<file path="src/rtl/ctl_reset_pkg.sv">
package ctl_reset_pkg;
  localparam int PKT_W    = 16;
  localparam int FRAME_HI = 4;
  localparam int FRAME_LO = 4;
  localparam int SLOTS    = FRAME_HI + FRAME_LO + PKT_W;
  localparam int DATA0    = FRAME_HI + FRAME_LO;

  typedef enum logic [3:0] {
    OP_SETR = 4'b0010,
    OP_SETF = 4'b0100,
    OP_CLRR = 4'b1011
  } op_e;

  typedef enum logic [1:0] {ST_IDLE, ST_ALIGN, ST_SEND, ST_GAP} st_e;

  typedef logic [5:0] dev_t;

  function automatic logic [PKT_W-1:0] build_pkt(op_e op, dev_t dev, logic bc);
    build_pkt = {5'b00000, dev[5], op, bc, dev[4:0]};
  endfunction
endpackage

</file>
<file path="src/rtl/ctl_sck_gen.sv">
module ctl_sck_gen #(
  parameter int DIV = 4
) (
  input  logic clk_i,
  input  logic rst_ni,
  output logic tick_o,
  output logic sck_o
);
  localparam int CW = (DIV > 2) ? $clog2(DIV) : 1;
  localparam logic [CW-1:0] LAST = CW'(DIV - 1);
  localparam logic [CW-1:0] HALF = CW'(DIV / 2);

  logic [CW-1:0] cnt_q;

  always_ff @(posedge clk_i or negedge rst_ni) begin
    if (!rst_ni)     cnt_q <= '0;
    else if (tick_o) cnt_q <= '0;
    else             cnt_q <= cnt_q + 1'b1;
  end

  assign tick_o = (cnt_q == LAST);
  assign sck_o  = (cnt_q >= HALF);
endmodule

</file>
<file path="src/rtl/ctl_gap_timer.sv">
module ctl_gap_timer #(
  parameter int SCK_MAX  = 16,
  parameter int FAST_MAX = 2816,
  localparam int SW = $clog2(SCK_MAX + 2),
  localparam int FW = $clog2(FAST_MAX + 2)
) (
  input  logic          clk_i,
  input  logic          rst_ni,
  input  logic          clear_i,
  input  logic          tick_i,
  input  logic [SW-1:0] need_sck_i,
  input  logic [FW-1:0] need_fast_i,
  output logic          met_o
);
  logic [SW-1:0] sck_q,  sck_nx;
  logic [FW-1:0] fast_q, fast_nx;

  assign sck_nx  = sck_q + 1'b1;
  assign fast_nx = fast_q + 1'b1;

  // both minimums counted in parallel; exit only on a period boundary
  assign met_o = tick_i && (sck_nx >= need_sck_i) && (fast_nx >= need_fast_i);

  always_ff @(posedge clk_i or negedge rst_ni) begin
    if (!rst_ni) begin
      sck_q  <= '0;
      fast_q <= '0;
    end else if (clear_i) begin
      sck_q  <= '0;
      fast_q <= '0;
    end else begin
      if (tick_i && sck_q < SW'(SCK_MAX)) sck_q <= sck_nx;
      if (fast_q < FW'(FAST_MAX))         fast_q <= fast_nx;
    end
  end
endmodule

</file>
<file path="src/rtl/ctl_pkt_ser.sv">
module ctl_pkt_ser
  import ctl_reset_pkg::*;
(
  input  logic             clk_i,
  input  logic             rst_ni,
  input  logic             tick_i,
  input  logic             load_i,
  input  logic [PKT_W-1:0] pkt_i,
  output logic             frame_o,
  output logic             sdata_o,
  output logic             end_o
);
  localparam int SLW = $clog2(SLOTS);
  localparam logic [SLW-1:0] SLOT_LAST = SLW'(SLOTS - 1);
  localparam logic [SLW-1:0] SLOT_D0   = SLW'(DATA0);
  localparam logic [SLW-1:0] SLOT_FH   = SLW'(FRAME_HI);

  logic             active_q;
  logic [SLW-1:0]   slot_q;
  logic [PKT_W-1:0] sh_q;

  always_ff @(posedge clk_i or negedge rst_ni) begin
    if (!rst_ni) begin
      active_q <= 1'b0;
      slot_q   <= '0;
      sh_q     <= '0;
    end else if (tick_i) begin
      if (load_i) begin
        active_q <= 1'b1;
        slot_q   <= '0;
        sh_q     <= pkt_i;
      end else if (active_q) begin
        if (slot_q == SLOT_LAST) active_q <= 1'b0;
        else                     slot_q   <= slot_q + 1'b1;
        if (slot_q >= SLOT_D0)   sh_q     <= {sh_q[PKT_W-2:0], 1'b0};
      end
    end
  end

  assign frame_o = active_q && (slot_q < SLOT_FH);
  assign sdata_o = active_q && (slot_q >= SLOT_D0) && sh_q[PKT_W-1];
  assign end_o   = tick_i && active_q && (slot_q == SLOT_LAST);

  assert_rsv_zero_R3: assert property (@(posedge clk_i) disable iff (!rst_ni)
    (active_q && slot_q >= SLOT_D0 && slot_q < SLOT_D0 + SLW'(5)) |-> !sdata_o);

  assert_edge_align_R10: assert property (@(posedge clk_i) disable iff (!rst_ni)
    !$past(tick_i) |-> ($stable(frame_o) && $stable(sdata_o)));
endmodule

</file>
<file path="src/rtl/ctl_reset_seq.sv">
module ctl_reset_seq
  import ctl_reset_pkg::*;
#(
  parameter int SCK_DIV   = 4,
  parameter int LONG_SCK  = 16,
  parameter int LONG_FAST = 2816,
  parameter int SHORT_SCK = 4
) (
  input  logic       clk_i,
  input  logic       rst_ni,
  input  logic       start_i,
  input  logic       fast_en_i,
  input  logic [5:0] dev_i,
  input  logic       bcast_i,
  output logic       busy_o,
  output logic       done_o,
  output logic       sck_o,
  output logic       frame_o,
  output logic       sdata_o
);
  localparam int SCK_MAX = (LONG_SCK > SHORT_SCK) ? LONG_SCK : SHORT_SCK;
  localparam int SW = $clog2(SCK_MAX + 2);
  localparam int FW = $clog2(LONG_FAST + 2);

  st_e  state_q;
  op_e  op_q, op_nx, load_op;
  dev_t dev_q;
  logic bc_q, done_q;
  logic tick, pkt_end, met, load;
  logic [SW-1:0] need_sck;
  logic [FW-1:0] need_fast;
  logic [PKT_W-1:0] pkt;

  ctl_sck_gen #(.DIV(SCK_DIV)) u_sck (
    .clk_i(clk_i), .rst_ni(rst_ni), .tick_o(tick), .sck_o(sck_o)
  );

  always_comb begin
    case (op_q)
      OP_SETF: op_nx = OP_SETR;
      OP_SETR: op_nx = OP_CLRR;
      default: op_nx = OP_CLRR;
    endcase
  end

  assign load    = (state_q == ST_ALIGN && tick) ||
                   (state_q == ST_GAP && met && op_q != OP_CLRR);
  assign load_op = (state_q == ST_ALIGN) ? op_q : op_nx;
  assign pkt     = build_pkt(load_op, dev_q, bc_q);

  assign need_sck  = (op_q == OP_SETR) ? SW'(LONG_SCK)  : SW'(SHORT_SCK);
  assign need_fast = (op_q == OP_SETR) ? FW'(LONG_FAST) : '0;

  ctl_pkt_ser u_ser (
    .clk_i(clk_i), .rst_ni(rst_ni), .tick_i(tick), .load_i(load), .pkt_i(pkt),
    .frame_o(frame_o), .sdata_o(sdata_o), .end_o(pkt_end)
  );

  ctl_gap_timer #(.SCK_MAX(SCK_MAX), .FAST_MAX(LONG_FAST)) u_gap (
    .clk_i(clk_i), .rst_ni(rst_ni), .clear_i(pkt_end), .tick_i(tick),
    .need_sck_i(need_sck), .need_fast_i(need_fast), .met_o(met)
  );

  always_ff @(posedge clk_i or negedge rst_ni) begin
    if (!rst_ni) begin
      state_q <= ST_IDLE;
      op_q    <= OP_SETR;
      dev_q   <= '0;
      bc_q    <= 1'b0;
      done_q  <= 1'b0;
    end else begin
      done_q <= 1'b0;
      case (state_q)
        ST_IDLE: if (start_i) begin
          state_q <= ST_ALIGN;
          op_q    <= fast_en_i ? OP_SETF : OP_SETR;
          dev_q   <= dev_i;
          bc_q    <= bcast_i;
        end
        ST_ALIGN: if (tick) state_q <= ST_SEND;
        ST_SEND:  if (pkt_end) state_q <= ST_GAP;
        ST_GAP: if (met) begin
          if (op_q == OP_CLRR) begin
            state_q <= ST_IDLE;
            done_q  <= 1'b1;
          end else begin
            state_q <= ST_SEND;
            op_q    <= op_nx;
          end
        end
        default: state_q <= ST_IDLE;
      endcase
    end
  end

  assign busy_o = (state_q != ST_IDLE);
  assign done_o = done_q;

  // independent gap watch for the reset pair
  logic [31:0] chk_fast_q, chk_sck_q;
  always_ff @(posedge clk_i or negedge rst_ni) begin
    if (!rst_ni) begin
      chk_fast_q <= '0;
      chk_sck_q  <= '0;
    end else if (pkt_end) begin
      chk_fast_q <= '0;
      chk_sck_q  <= '0;
    end else begin
      if (chk_fast_q < 32'h00ff_ffff) chk_fast_q <= chk_fast_q + 1;
      if (tick && chk_sck_q < 32'h00ff_ffff) chk_sck_q <= chk_sck_q + 1;
    end
  end

  assert_long_gap_R5: assert property (@(posedge clk_i) disable iff (!rst_ni)
    (load && state_q == ST_GAP && op_q == OP_SETR) |->
      (chk_fast_q + 1 >= 32'(LONG_FAST) && chk_sck_q + 1 >= 32'(LONG_SCK)));

  assert_done_pulse_R7: assert property (@(posedge clk_i) disable iff (!rst_ni)
    done_o |=> !done_o);

  assert_done_idle_R7: assert property (@(posedge clk_i) disable iff (!rst_ni)
    done_o |-> (!busy_o && $past(busy_o)));

  assert_hold_cfg_R9: assert property (@(posedge clk_i) disable iff (!rst_ni)
    (busy_o && $past(busy_o)) |-> ($stable(dev_q) && $stable(bc_q)));
endmodule

</file>
<file path="config.mk">
export PLATFORM = sky130hd
export DESIGN_NAME = ctl_reset_seq
export DESIGN_NICKNAME = d
export VERILOG_FILES = /design/src/rtl/ctl_reset_pkg.sv /design/src/rtl/ctl_sck_gen.sv /design/src/rtl/ctl_gap_timer.sv /design/src/rtl/ctl_pkt_ser.sv /design/src/rtl/ctl_reset_seq.sv
export SDC_FILE = /design/constraint.sdc
export NUM_CORES = 1
export LEC_CHECK = 0
export BUFFER_PORTS_ARGS = -buffer_cell sky130_fd_sc_hd__buf_2
export CAP_MARGIN = 20
export CORE_ASPECT_RATIO = 1.75
export CORE_MARGIN = 2
export CORE_UTILIZATION = 46
export DETAILED_ROUTE_END_ITERATION = 6
export GPL_TIMING_DRIVEN = 0
export PLACE_DENSITY = 0.62
export REMOVE_ABC_BUFFERS = 1
export SETUP_SLACK_MARGIN = 0.5
export SLEW_MARGIN = 15
export SYNTH_ARGS = -nofsm -noshare
export SYNTH_HDL_FRONTEND = slang
export SYNTH_SLANG_ARGS = --single-unit
</file>
<file path="constraint.sdc">
create_clock -name clk_i -period 4.7 [get_ports clk_i]
set_input_delay 0.705 -clock clk_i [delete_from_list [all_inputs] [get_ports clk_i]]
set_output_delay 0.705 -clock clk_i [all_outputs]
set_load 0.1 [all_outputs]
</file>
==> impl_metrics.yaml, run 1 <==
critical_path:
  crit_top_cell: "sky130_fd_sc_hd__nand4_1"
  cp-startpoint: "u_gap.fast_q[2]$_DFFE_PN0P_"
  startpoint_type: "flip-flop"
  crit_type: "reg -> reg"
  critical_path_s_top_delay_family: "simple AND/OR/NAND/NOR gates"
  slowest_stage: "sky130_fd_sc_hd__dfrtp_1"
  r2r_end: "u_ser.sh_q[3]$_DFFE_PN0P_"
  cp_arrival_ns: 3.45
  rr_worst_depth: 11
  critPathBufInv: 0
  reg2reg_setup_slack_ns: 1.45
  worstPathRequired_ns: 4.90
  worstSetupPathDepth: 11
  critical_path.max_fanout: 10
  endpoint_kind: "flip-flop"
  maximum_single_stage_delay_on_the_critical_path_ns: 0.51
  r2r_start: "u_gap.fast_q[2]$_DFFE_PN0P_"
  cp_cell_sequence: "nand4_1, nor2_1, nand4_1, nor2_1, xor2_1, ha_1, nand4_1, or4_1, nor4_2, nor3_4, mux2_2"
final_layout:
  instances_no_fill: 380
  final_layout_size_suffix_gt1_frac: 0.180
  fin_nets: 323
  top_library_cells_by_usage_in_the_layout_fill_and_taps_aside: "sky130_fd_sc_hd__dfrtp_1 (53), sky130_fd_sc_hd__nor2_1 (30), sky130_fd_sc_hd__nand2_1 (24)"
  layout_overhead_on_the_synthesized_area_pct: 9.11
  commonest_non_fill_non_tap_cell_in_the_layout: "sky130_fd_sc_hd__dfrtp_1"
  share_of_the_core_filled_with_cells_in_the_final_layout: 0.519
  antenna-diode-count: 0
power_and_ir_drop:
  power.clock.fraction: 0.393
  cellPowerDensity_nw_per_um2: 245
  power.combinational.fraction: 0.016
  cell_internal_power_uw: 624
  power.switching_fraction: 0.206
  netSwitchingPower_uw: 162
  static-leakage-power_nw: 1.56
  total_power_uw: 786
  power.ir.vdd_worst_uv: 214
  seqPwrFrac: 0.591
floorplan:
  die_area_um2: 7070
  die_width_um: 64.4
  die_h_um: 110
  count_of_pins_on_the_block_boundary: 16
  placement_rows: 38
  starting_density_of_the_core: 0.475
  placeableCoreArea_um2: 6180
sta:
  final_max_slew_viol_count: 0
  max_freq_mhz: 308
  grt_setup_unrepaired: "no"
  timing.final.hold_violations: 0
  setup_tns_ns: 0
  layout_min_cycle_time_ns: 3.25
  skew_ns: 0.00742
  hold-worst-slack_ns: 0.405
  setup_viol_count_final: 0
  slew-limit-headroom: 0.508
  tightestPinTransition_ns: 0.732
  layout_worst_path_cycle_share: 0.692
hold_path:
  hold_path_class: "in -> async"
global_routing:
  leftover_overflow_at_the_end_of_global_routing: 0
  grt_start_max_net_pins: 55
  number_of_global_route_vias_before_repair: 2033
  antenna_found_initial: 0
  grt_first_pass_wirelength_um: 9270
  globalRouteTotalUtil: 0.169
logic_synthesis:
  synthesis.instances: 284
  synth-edff-count: 0
  synth_seq_area_share: 0.460
  ys_types: 46
  mappedNetlistArea_um2: 2940
  asyncSetResetFlopFracSynth: 1.00
  average_cell_area_after_synthesis_um2: 10.3
  ys_dominant_reg_cell: "sky130_fd_sc_hd__dfrtp_1"
  yosys_warnings: 0
  ff_latch_count_synth: 54
clock_network:
  clock_input_transition_at_the_sequential_cells_of_the_worst_setup_and_hold_paths_ns: 0.09
  clk_latency_ns: 0.31
  cts_bufs_inserted: 5
  post_cts_hold_buffer_count: 0
  clockBufferDepth: 2
  cts.repair_timing.setup_buffer_count: 0
  cts_tree: "done"
  clock-sinks: 54
  htree_num_levels: 2
  clock-root-buffer: "sky130_fd_sc_hd__clkbuf_8"
  post_cts_sizing_count: 0
run:
  max-cap-violations: 0
status:
  run_status: "complete, no violations"
placement:
  post-place-cells: 371
  place_congestion: 0.779
  placement.io_buffers: 15
  place_hpwl_um: 3770
detailed_routing:
  avgRoutedWirePerCell_um: 13.9
  vias_per_cell: 5.40
  vias: 2051
  drc_viols: 0
  first_pass_iters: 6
  drt_iter0_markers: 100
  totalWireLength_um: 5270
  route.antenna.remaining_nets: 0
[metal layers]
metal | global-route usage | up-vias | part of all wire
met1 | 0.187 | 1003 | 0.42
met2 | 0.313 | 19 | 0.54
li1 | - | 1022 | -
met5 | 0 | - | 0
met3 | 0.0358 | 7 | 0.024
met4 | 0.0684 | 0 | 0.020
[power by group through the flow]
stage / logic [mW] / clock network, mW / registers, mW
6_report: 0.0129 / 0.309 / 0.464
5_1_grt: 0.0155 / 0.344 / 0.464
4_1_cts: 0.0141 / 0.327 / 0.464
3_5_place_dp: 0.0140 / 0 / 0.473
3_3_place_gp: 0.0138 / 0 / 0.473
2_1_floorplan: 0.0000773 / 0 / 0.474
[sequential cells by signal, summed over array words and instances (netlist names), 2 cells and up]
name / flops
u_gap.sck_q: 5
u_gap.fast_q: 12
dev_q: 6
u_ser.sh_q: 16
op_q: 3
u_ser.slot_q: 5
state_q: 2
u_sck.cnt_q: 2
[worst max path at each step]
stage	endpoint	slack, ns
final	u_ser.sh_q[3]$_DFFE_PN0P_	1.45
after global routing	u_ser.sh_q[4]$_DFFE_PN0P_	1.22
after CTS	u_ser.sh_q[3]$_DFFE_PN0P_	1.34
after detailed placement	u_ser.sh_q[3]$_DFFE_PN0P_	1.36
after global placement	u_ser.sh_q[8]$_DFFE_PN0P_	1.36
after floorplan	frame_o	0.42
[cell type report]
class	instances	area [µm²]
flip-flops and latches	54	1350
clock inverters	3	40.0
multi-input cells	208	1500
inverters	12	45.0
fillers	620	2980
clock buffers	5	68.8
well taps	80	100
repair buffers	18	100
[cell families after synthesis]
logic type      count (synthesis)  synth area share
fa+ha+maj                      13            0.0554
mux                            32             0.117
xor+xnor                       27            0.0805
simple gates                  106             0.184
buf+inv                        22            0.0294
compound gates                 30            0.0728
flops                          54             0.460
[synth_stat cells (all sizes together), types with 3 or more instances]
cell type,number,area share
a21oi,8,0.014
and2,3,0.0064
and3,3,0.0064
buf,3,0.0051
clkbuf,7,0.0089
dfrtp,53,0.45
ha,13,0.055
inv,12,0.015
mux2,19,0.073
mux2i,13,0.044
nand2,24,0.031
nand2b,4,0.0085
nand3,9,0.015
nand4,6,0.013
nor2,30,0.038
nor3,13,0.026
o21ai,4,0.0068
o31ai,3,0.0077
or4,3,0.0089
xnor2,12,0.036
xor2,15,0.045
[stage by stage]
stage,instance area (µm²),setup WS [ns]
floorplan,2900,0.421
global placement,3070,1.36
detailed placement,3090,1.36
CTS,3200,1.34
global route,3210,1.22
finish,3210,1.45
Power figures use the tool's default switching activity.
==> run 2, diff against run 1 <==
==> constraint.sdc (replaced) <==
create_clock -name clk_i -period 3.3 [get_ports clk_i]
set_input_delay 0.495 -clock clk_i [delete_from_list [all_inputs] [get_ports clk_i]]
set_output_delay 0.495 -clock clk_i [all_outputs]
set_load 0.1 [all_outputs]
==> run 2 against run 1 <==
  * Sequential power grew 42%
  * Core utilization increased by 4.2 points
  * First-iteration DRC count shrank 13%
  * Routed wire length up 8.3%
  * Cell area rose by 8.1%
  * Largest cell class unchanged
==> impl_metrics.yaml, run 2 (synthesis gave the netlist of run 1 again) <==
status:
  run_status: "complete, no violations"
power_and_ir_drop:
  cellPowerDensity_nw_per_um2: 323
  netSwitchingPower_uw: 230
  power.clock.fraction: 0.393
  seqPwrFrac: 0.591
  power.switching_fraction: 0.205
  static-leakage-power_nw: 1.67
  power.combinational.fraction: 0.016
  power.ir.vdd_worst_uv: 306
  cell_internal_power_uw: 889
sta:
  final_max_slew_viol_count: 0
  setup_tns_ns: 0
  skew_ns: 0.00552
  layout_worst_path_cycle_share: 0.866
  setup_viol_count_final: 0
  max_freq_mhz: 350
  setup_ws_ns: 0.442
  layout_min_cycle_time_ns: 2.86
  grt_setup_unrepaired: "yes"
  hold-worst-slack_ns: 0.199
  timing.final.hold_violations: 0
  slew-limit-headroom: 0.490
  tightestPinTransition_ns: 0.758
critical_path:
  slowest_stage: "sky130_fd_sc_hd__or4_4"
  cp_cell_sequence: "nand4_1, nor2_1, nand4_1, buf_4, xnor2_1, ha_1, nand4_1, or4_4, or4_4, and2_4, a41o_1"
  startpoint_type: "flip-flop"
  maximum_single_stage_delay_on_the_critical_path_ns: 0.45
  cp_arrival_ns: 3.07
  worstPathRequired_ns: 3.51
  crit_type: "reg -> reg"
  critical_path_s_top_delay_family: "simple AND/OR/NAND/NOR gates"
  critPathBufInv: 1
  critical_path.max_fanout: 2
  crit_top_cell: "sky130_fd_sc_hd__nand4_1"
  endpoint_kind: "flip-flop"
final_layout:
  n_fill_cell: 588
  stdcell_area_um2: 3470
  max_flop_register: "u_ser.sh_q"
  multi_input_comb_area_um2: 1590
  number_of_flip_flops_under_the_largest_register_name: 16
  largestRegisters: "u_ser.sh_q (16), u_gap.fast_q (12), dev_q (6)"
  top_library_cells_by_usage_in_the_layout_fill_and_taps_aside: "sky130_fd_sc_hd__dfrtp_1 (50), sky130_fd_sc_hd__nor2_1 (30), sky130_fd_sc_hd__nand2_1 (24)"
  seqCellArea_um2: 1360
  share_of_the_core_filled_with_cells_in_the_final_layout: 0.561
  layout_overhead_on_the_synthesized_area_pct: 18.0
  fin_nets: 344
  antenna-diode-count: 0
  commonest_non_fill_non_tap_cell_in_the_layout: "sky130_fd_sc_hd__dfrtp_1"
  final_layout_size_suffix_gt1_frac: 0.293
detailed_routing:
  first_pass_iters: 4
  vias: 2185
  route.antenna.remaining_nets: 0
  vias_per_cell: 5.45
  totalWireLength_um: 5710
  avgRoutedWirePerCell_um: 14.2
  drt_iter0_markers: 87
  drc_viols: 0
global_routing:
  leftover_overflow_at_the_end_of_global_routing: 0
  antenna_found_initial: 0
  globalRouteTotalUtil: 0.177
  number_of_global_route_vias_before_repair: 2137
  grt_first_pass_wirelength_um: 9720
  grt_start_max_net_pins: 55
clock_network:
  cts_bufs_inserted: 5
  clock-sinks: 54
  post_cts_hold_buffer_count: 0
  clock_input_transition_at_the_sequential_cells_of_the_worst_setup_and_hold_paths_ns: 0.10
  clock-root-buffer: "sky130_fd_sc_hd__clkbuf_8"
  cts_tree: "done"
  clk_latency_ns: 0.31
  clockBufferDepth: 2
  htree_num_levels: 2
run:
  max-cap-violations: 0
placement:
  detailed_place.area_um2: 3090
  pre_cts_slack_ns: -0.0352
  place_congestion: 0.779
  place_hpwl_um: 3770
  placement.io_buffers: 15
floorplan:
  placeableCoreArea_um2: 6180
  die_width_um: 64.4
  placement_rows: 38
  starting_density_of_the_core: 0.475
  count_of_pins_on_the_block_boundary: 16
  die_area_um2: 7070
  die_h_um: 110
hold_path:
  hold_path_class: "in -> async"
-- run 2: timing repair --
item | CTS | global route
pin swaps | 9 | 9
hold endpoints to repair | 0 | 0
gates resized for setup | 13 | 12
gates cloned | 0 | 1
endpoints found under the setup margin | 28 | 27
setup buffers | 16 | 4
-- run 2: path summary, 6_finish.rpt --
| kind | from | to | slack [ns] | depth (start not counted) |
|---|---|---|---|---|
| min in group clk_i | dev_i[0] | dev_q[0]$_DFFE_PN0P_ | 0.39 | 3 |
| hold reg to reg | u_sck.cnt_q[0]$_DFF_PN0_ | u_sck.cnt_q[0]$_DFF_PN0_ | 0.48 | 1 |
| hold / removal | rst_ni | u_gap.sck_q[2]$_DFFE_PN0P_ | 0.20 | 1 |
| max in group asynchronous | rst_ni | u_gap.fast_q[2]$_DFFE_PN0P_ | 2.60 | 1 |
| setup reg to reg | u_gap.fast_q[2]$_DFFE_PN0P_ | op_q[2]$_DFFE_PN0P_ | 0.44 | 11 |
| setup / recovery | u_gap.fast_q[2]$_DFFE_PN0P_ | op_q[2]$_DFFE_PN0P_ | 0.44 | 11 |
-- run 2: per-stage QoR --
| step | total power, mW | cells |
|---|---|---|
| final | 1.12 | 401 |
| after global routing | 1.17 | 401 |
| after detailed placement | 0.694 | 371 |
| after floorplan | 0.675 | 274 |
| after global placement | 0.694 | 369 |
| after CTS | 1.15 | 395 |
-- run 2: power by group through the flow --
| stage | registers (mW) | clock network, mW | logic, mW |
|---|---|---|---|
| global route | 0.661 | 0.489 | 0.0220 |
| finish | 0.661 | 0.439 | 0.0184 |
| CTS | 0.661 | 0.465 | 0.0201 |
| global placement | 0.674 | 0 | 0.0197 |
| detailed placement | 0.674 | 0 | 0.0199 |
| floorplan | 0.674 | 0 | 0.000110 |
-- run 2: metal layers --
| metal | GRT usage | wire length, µm | vias to the layer above |
|---|---|---|---|
| met2 | 0.325 | 3200 | 23 |
| met1 | 0.196 | 2240 | 1091 |
| li1 | - | - | 1063 |
| met5 | 0 | 0 | - |
| met4 | 0.0729 | 117 | 0 |
| met3 | 0.0368 | 153 | 8 |
-- run 2: cell type report --
type / instances / area share
inverters: 12 / 0.0130
clock inverters: 3 / 0.0116
well taps: 80 / 0.0289
repair buffers: 38 / 0.0769
flip-flops and latches: 54 / 0.391
clock buffers: 5 / 0.0199
multi-input cells: 209 / 0.458
